`config.mk`:
```
export PLATFORM = sky130hd
export DESIGN_NAME = vbl_irq_ctrl
export DESIGN_NICKNAME = d
export VERILOG_FILES = /design/src/rtl/vbl_irq_pkg.sv /design/src/rtl/vbl_period_timer.sv /design/src/rtl/vbl_enable_reg.sv /design/src/rtl/vbl_status_bank.sv /design/src/rtl/vbl_irq_ctrl.sv
export SDC_FILE = /design/constraint.sdc
export NUM_CORES = 1
export LEC_CHECK = 0
export BUFFER_PORTS_ARGS = -buffer_cell sky130_fd_sc_hd__buf_4
export CAP_MARGIN = 25
export CORE_ASPECT_RATIO = 0.8
export CORE_MARGIN = 2
export CORE_UTILIZATION = 52
export DETAILED_ROUTE_END_ITERATION = 8
export MAX_ROUTING_LAYER = met4
export PLACE_DENSITY = 0.81
export SETUP_SLACK_MARGIN = 0.3
export SYNTH_ARGS = -nofsm -noshare
export SYNTH_HDL_FRONTEND = slang
export SYNTH_SLANG_ARGS = --single-unit
```
`constraint.sdc`:
```
create_clock -name clk -period 2.2 [get_ports clk]
set_clock_uncertainty 0.1 [all_clocks]
set_input_delay 0.11 -clock clk [delete_from_list [all_inputs] [get_ports clk]]
set_output_delay 0.11 -clock clk [all_outputs]
set_load 0.02 [all_outputs]
```
`src/rtl/vbl_irq_pkg.sv`:
```
// Shared definitions for the vertical-blank interrupt controller.
// Assumes a single-bit register select on both read and write paths.
package vbl_irq_pkg;
    typedef enum logic {
        SEL_ENABLE = 1'b0,
        SEL_STATUS = 1'b1
    } reg_sel_e;

    // Status/enable bit owned by the vertical-blank source.
    localparam int VBL_BIT = 0;
endpackage

```
`src/rtl/vbl_period_timer.sv`:
```
// Periodic tick source: counts PERIOD cycles while running and pulses
// tick_o for one cycle on the last count. start_i restarts from zero,
// stop_i halts; start_i wins if both are asserted.
// Assumes PERIOD >= 2.
module vbl_period_timer #(
    parameter int PERIOD = 1_666_667
) (
    input  logic clk,
    input  logic rst_n,
    input  logic start_i,
    input  logic stop_i,
    output logic tick_o
);
    localparam int CNT_W = (PERIOD > 2) ? $clog2(PERIOD) : 1;
    localparam logic [CNT_W-1:0] LAST = CNT_W'(PERIOD - 1);

    logic             run_q;
    logic [CNT_W-1:0] cnt_q;

    // Expiry is the final count of a running period.
    assign tick_o = run_q && (cnt_q == LAST);

    // Run flag and cycle counter with restart and halt control.
    always_ff @(posedge clk) begin
        if (!rst_n) begin
            run_q <= 1'b0;
            cnt_q <= '0;
        end else if (start_i) begin
            run_q <= 1'b1;
            cnt_q <= '0;
        end else if (stop_i) begin
            run_q <= 1'b0;
            cnt_q <= '0;
        end else if (run_q) begin
            cnt_q <= tick_o ? '0 : cnt_q + 1'b1;
        end
    end
endmodule

```
`src/rtl/vbl_enable_reg.sv`:
```
// Plain enable register: loads the full word on a write strobe.
// Assumes the strobe is already decoded for this register.
module vbl_enable_reg #(
    parameter int W = 32
) (
    input  logic         clk,
    input  logic         rst_n,
    input  logic         wr_i,
    input  logic [W-1:0] data_i,
    output logic [W-1:0] en_o
);
    // Hold the enable mask, cleared by reset.
    always_ff @(posedge clk) begin
        if (!rst_n) en_o <= '0;
        else if (wr_i) en_o <= data_i;
    end
endmodule

```
`src/rtl/vbl_status_bank.sv`:
```
// Sticky status bits. Each bit is set by set_i. Bits selected in CLR_MASK
// can also be cleared by a write-one-to-clear; the other bits get no clear
// logic at all. A set in the same cycle as a clear wins.
// Assumes clr_wr_i is already decoded for the status register.
module vbl_status_bank #(
    parameter int           W        = 32,
    parameter logic [W-1:0] CLR_MASK = '1
) (
    input  logic         clk,
    input  logic         rst_n,
    input  logic [W-1:0] set_i,
    input  logic         clr_wr_i,
    input  logic [W-1:0] clr_data_i,
    output logic [W-1:0] status_o
);
    logic [W-1:0] nxt;

    for (genvar b = 0; b < W; b++) begin : g_bit
        if (CLR_MASK[b]) begin : g_clearable
            // Clearable bit: set has priority over the clear write.
            assign nxt[b] = set_i[b] | (status_o[b] & ~(clr_wr_i & clr_data_i[b]));
        end else begin : g_sticky
            // Non-clearable bit: only reset returns it to zero.
            assign nxt[b] = set_i[b] | status_o[b];
        end
    end

    // Status storage, cleared by reset.
    always_ff @(posedge clk) begin
        if (!rst_n) status_o <= '0;
        else status_o <= nxt;
    end
endmodule

```
`src/rtl/vbl_irq_ctrl.sv`:
```
// Interrupt controller top: enable and status registers, the vertical-blank
// period source and the level interrupt. An enable write with the vblank bit
// set restarts the period and marks vblank at once. A write with it clear
// halts the period. Reads are combinational and free of side effects.
// Assumes wr_en is a one-cycle strobe per write and evt_i carries pulses.
module vbl_irq_ctrl #(
    parameter int              W        = 32,
    parameter int              PERIOD   = 1_666_667,
    parameter logic [W-1:0]    CLR_MASK = W'(32'h000F_040F)
) (
    input  logic         clk,
    input  logic         rst_n,
    input  logic         wr_en,
    input  logic         wr_sel,
    input  logic [W-1:0] wr_data,
    input  logic         rd_sel,
    output logic [W-1:0] rd_data,
    input  logic [W-1:0] evt_i,
    output logic         irq_o
);
    import vbl_irq_pkg::*;

    logic         wr_enable_reg;
    logic         wr_status_reg;
    logic         vbl_start;
    logic         vbl_stop;
    logic         vbl_tick;
    logic [W-1:0] set_vec;
    logic [W-1:0] en_q;
    logic [W-1:0] status_q;

    // Decode the write strobe into per-register writes.
    assign wr_enable_reg = wr_en && (reg_sel_e'(wr_sel) == SEL_ENABLE);
    assign wr_status_reg = wr_en && (reg_sel_e'(wr_sel) == SEL_STATUS);
    assign vbl_start     = wr_enable_reg &&  wr_data[VBL_BIT];
    assign vbl_stop      = wr_enable_reg && !wr_data[VBL_BIT];

    // Merge the vblank sources into the event vector.
    always_comb begin
        set_vec          = evt_i;
        set_vec[VBL_BIT] = evt_i[VBL_BIT] | vbl_tick | vbl_start;
    end

    vbl_period_timer #(.PERIOD(PERIOD)) timer_i (
        .clk     (clk),
        .rst_n   (rst_n),
        .start_i (vbl_start),
        .stop_i  (vbl_stop),
        .tick_o  (vbl_tick)
    );

    vbl_enable_reg #(.W(W)) enable_i (
        .clk    (clk),
        .rst_n  (rst_n),
        .wr_i   (wr_enable_reg),
        .data_i (wr_data),
        .en_o   (en_q)
    );

    vbl_status_bank #(.W(W), .CLR_MASK(CLR_MASK)) status_i (
        .clk        (clk),
        .rst_n      (rst_n),
        .set_i      (set_vec),
        .clr_wr_i   (wr_status_reg),
        .clr_data_i (wr_data),
        .status_o   (status_q)
    );

    // Read mux and level interrupt from the registered state.
    assign rd_data = (reg_sel_e'(rd_sel) == SEL_STATUS) ? status_q : en_q;
    assign irq_o   = |(status_q & en_q);
endmodule

```
==> impl_metrics.prom <==
# TYPE chip_impl_metric gauge
chip_impl_metric{name="syn_inst",unit=""} 409
chip_impl_info{name="most_common_cell_after_layout_fill_and_taps_aside",value="sky130_fd_sc_hd__buf_4"} 1
chip_impl_metric{name="gp_congestion",unit=""} 0.875
chip_impl_metric{name="post-route-min-period",unit="ps"} 2040
chip_impl_metric{name="total_number_of_vias",unit=""} 3920
chip_impl_info{name="setup.worst_path.class",value="flop to output pin"} 1
chip_impl_metric{name="clock_tree.buffer_depth",unit=""} 2
chip_impl_info{name="tritoncts_clock_tree",value="built"} 1
chip_impl_info{name="end_kind",value="output pin"} 1
chip_impl_metric{name="register_area",unit="sq um"} 1750
chip_impl_metric{name="powerDensity",unit="nW/um^2"} 592
chip_impl_metric{name="synth.net_count",unit=""} 480
chip_impl_metric{name="antenna_found_initial",unit=""} 0
chip_impl_metric{name="htree_levels",unit=""} 3
chip_impl_metric{name="ir_drop_worst_vdd",unit="mV"} 0.422
chip_impl_metric{name="floorplan.initialDensity",unit="%"} 54.0
chip_impl_info{name="critical-path-slowest-cell",value="sky130_fd_sc_hd__or4_4"} 1
chip_impl_info{name="buffer_type_at_the_clock_tree_root",value="sky130_fd_sc_hd__clkbuf_8"} 1
chip_impl_metric{name="area_of_the_multi_input_gates",unit="sq um"} 2000
chip_impl_metric{name="syn_avg_cell_area",unit="sq um"} 9.20
chip_impl_info{name="yosys-top-cells-area",value="sky130_fd_sc_hd__dfxtp_1, sky130_fd_sc_hd__mux2_2, sky130_fd_sc_hd__nand2_1"} 1
chip_impl_metric{name="clkSlewWorstSetupHoldPaths",unit="ps"} 90
chip_impl_metric{name="vias_in_the_first_global_route",unit=""} 3837
chip_impl_metric{name="io_buffer_count",unit=""} 101
chip_impl_metric{name="worst_slew_margin_rel",unit="%"} 60.8
chip_impl_metric{name="static-leakage-power",unit="nW"} 2.29
chip_impl_metric{name="max_stage_delay",unit="ps"} 560
chip_impl_metric{name="die-area",unit="sq um"} 7930
chip_impl_metric{name="layout_worst_path_cycle_share",unit="%"} 92.9
chip_impl_metric{name="timing.final.setup_violations",unit=""} 0
chip_impl_metric{name="final_net_count",unit=""} 659
chip_impl_metric{name="share_of_layout_cells_above_drive_strength_1",unit="%"} 34.6
chip_impl_metric{name="core_outline_area",unit="sq um"} 6960
chip_impl_metric{name="worst_max_slew_pin_slew",unit="ps"} 583
chip_impl_metric{name="async_flop_share",unit="%"} 0
chip_impl_metric{name="syn-cell-area",unit="sq um"} 3760
chip_impl_metric{name="fmaxAchievable",unit="GHz"} 0.489
chip_impl_metric{name="count_of_flip_flops_with_a_built_in_enable_after_synthesis",unit=""} 0
chip_impl_metric{name="remaining_drc_errors",unit=""} 0
chip_impl_info{name="startpoint_type_of_the_worst_setup_path",value="flop"} 1
chip_impl_metric{name="timing.final.max_slew_violations",unit=""} 0
chip_impl_metric{name="areaGrowthSynthToFinish",unit="%"} 52.5
chip_impl_metric{name="rows",unit=""} 27
chip_impl_metric{name="antenna_violating_nets_post_route",unit=""} 0
chip_impl_metric{name="clk_latency",unit="ps"} 350
chip_impl_metric{name="groute.usage.overall",unit="%"} 32.4
chip_impl_metric{name="drv.max_cap_violation_count",unit=""} 0
chip_impl_metric{name="hold_viol_final",unit=""} 0
chip_impl_info{name="unrepaired_setup_endpoints_after_global_routing",value="true"} 1
chip_impl_info{name="layout_common_cells",value="sky130_fd_sc_hd__buf_4, sky130_fd_sc_hd__nand2_1, sky130_fd_sc_hd__dlygate4sd3_1"} 1
chip_impl_metric{name="grt_first_pass_wirelength",unit="microns"} 19400
chip_impl_metric{name="post-dp-hpwl",unit="microns"} 6910
chip_impl_metric{name="grt_max_degree",unit=""} 49
chip_impl_metric{name="postRouteWirelength",unit="microns"} 13000
chip_impl_metric{name="grt-ovfl-total",unit=""} 0
chip_impl_metric{name="stdcell_count",unit=""} 681
chip_impl_info{name="hold_path.class",value="primary input to flop"} 1
chip_impl_metric{name="seq_area_frac_synth",unit="%"} 45.8
chip_impl_metric{name="drt-initial-drc-count",unit=""} 315
chip_impl_metric{name="detail_route.first_pass.iterations",unit=""} 5
chip_impl_metric{name="cts_buffers",unit=""} 9
chip_impl_info{name="cp_cell_sequence",value="a22oi_2, nand4_1, or4_4, buf_6"} 1
chip_impl_metric{name="placed_cells_incl_taps",unit=""} 579
chip_impl_metric{name="cts_num_sinks",unit=""} 86
chip_impl_metric{name="synth_top_area_share",unit="%"} 45.8
chip_impl_metric{name="worst-endpoint-arrival",unit="ps"} 1830
chip_impl_metric{name="vias_per_cell",unit=""} 5.76
chip_impl_metric{name="finish.instance_area",unit="sq um"} 5730
chip_impl_metric{name="synth-warning-count",unit=""} 0
chip_impl_metric{name="wire_per_inst",unit="microns"} 19.0
chip_impl_metric{name="post_route_core_utilization",unit="%"} 82.4
chip_impl_metric{name="worstPathRequired",unit="ps"} 1990
chip_impl_info{name="synthDominantAreaCellType",value="sky130_fd_sc_hd__dfxtp_1"} 1
chip_impl_metric{name="placed_cell_area",unit="sq um"} 4590
chip_impl_metric{name="synth-seq-cells",unit=""} 86
chip_impl_metric{name="num_io_pins",unit=""} 102
chip_impl_metric{name="fillers",unit=""} 371
chip_impl_info{name="run_status",value="complete, no violations"} 1
chip_impl_metric{name="setup-tns-final",unit="ps"} 0
chip_impl_metric{name="die_h",unit="microns"} 80.1
chip_impl_metric{name="number_of_distinct_library_cells_after_synthesis",unit=""} 40
chip_impl_metric{name="chipWidth",unit="microns"} 99.1
chip_impl_metric{name="cp_max_fo",unit=""} 3
chip_impl_info{name="synth_top_flop_cell",value="sky130_fd_sc_hd__dfxtp_1"} 1
## cells by family after synthesis
group,count (synthesis),share of synthesized area (%)
adder cells (fa/ha/maj),2,0.665
AND/OR/NAND/NOR,149,19.0
flip-flops,86,45.8
multiplexers,33,9.85
AO/OA/AOI/OAI,97,18.6
XOR/XNOR,12,2.79
buffers and inverters,30,3.36
## what timing repair did
action | 4_1_cts | 5_1_grt
pin swaps | 9 | 7
endpoints found under the setup margin | 19 | 20
resized for setup | 21 | 15
cloned | 1 | 0
hold buffers | 77 | 0
endpoints found under the hold margin | 64 | 0
buffers inserted | 4 | 3
## stage by stage
| step | hold WS (ps) | setup slack, ps | power [W] |
|---|---|---|---|
| floorplan | 120 | 315 | 0.00196 |
| global placement | 205 | 263 | 0.00218 |
| detailed placement | 210 | 171 | 0.00219 |
| CTS | 5.88 | 260 | 0.00335 |
| global route | 9.06 | 119 | 0.00351 |
| finish | 23.7 | 156 | 0.00339 |
## final timing paths
check                           slack (ps)                          endpoint  cells after the start                      startpoint
worst min register to register         390    enable_i.en_o[23]$_SDFFE_PN0P_                      2  enable_i.en_o[23]$_SDFFE_PN0P_
worst max-delay path                   160                             irq_o                      4  enable_i.en_o[17]$_SDFFE_PN0P_
worst min-delay path                    20  status_i.status_o[11]$_SDFF_PN0_                      2                           rst_n
worst max register to register         230    timer_i.cnt_q[20]$_SDFFE_PP0P_                      4   timer_i.cnt_q[8]$_SDFFE_PP0P_
## power by group
part           total [W]  leakage (nW)  switching [W]  internal [W]
combinational   0.000648          1.48       0.000284      0.000364
sequential       0.00169         0.716      0.0000644       0.00162
clock            0.00106        0.0901       0.000606      0.000452
## critical path, delay by kind of cell, from the launching register on
kind	cells	cell delay, ps
DFF	1	350
and+or+nand+nor	2	720
AOI/OAI and AO/OA	1	260
buffers and inverters	1	150
## routing by layer
layer	track usage (%)	up-vias	share of wire, %
met5	-	-	0
met3	7.22	54	7.8
li1	-	1796	-
met1	37.3	1827	39
met2	56.1	243	49
met4	11.2	0	3.5
## final cells by class
cell class                 count  share of cell area, %
tap                           87                   1.90
clock inverter                 5                  0.742
sequential                    86                   30.5
timing repair buffer         192                   29.1
antenna                        1                 0.0436
inverter                       6                  0.393
multi-input combinational    293                   34.8
clock buffer                  11                   2.47
## cells in the mapped netlist (all sizes together) (8+ instances only)
library cell / instances
a21boi: 34
nor2: 15
xnor2: 8
a21oi: 14
mux2: 32
nand4: 11
a22oi: 16
nor2b: 9
dfxtp: 86
o21a: 23
nand2: 83
clkbuf: 17
## state kept, by name (all words and copies together) (netlist names)
signal,cells
enable_i.en_o,32
status_i.status_o,32
timer_i.cnt_q,21
timer_i.run_q,1
No activity file was read; power rests on OpenSTA's default activity.
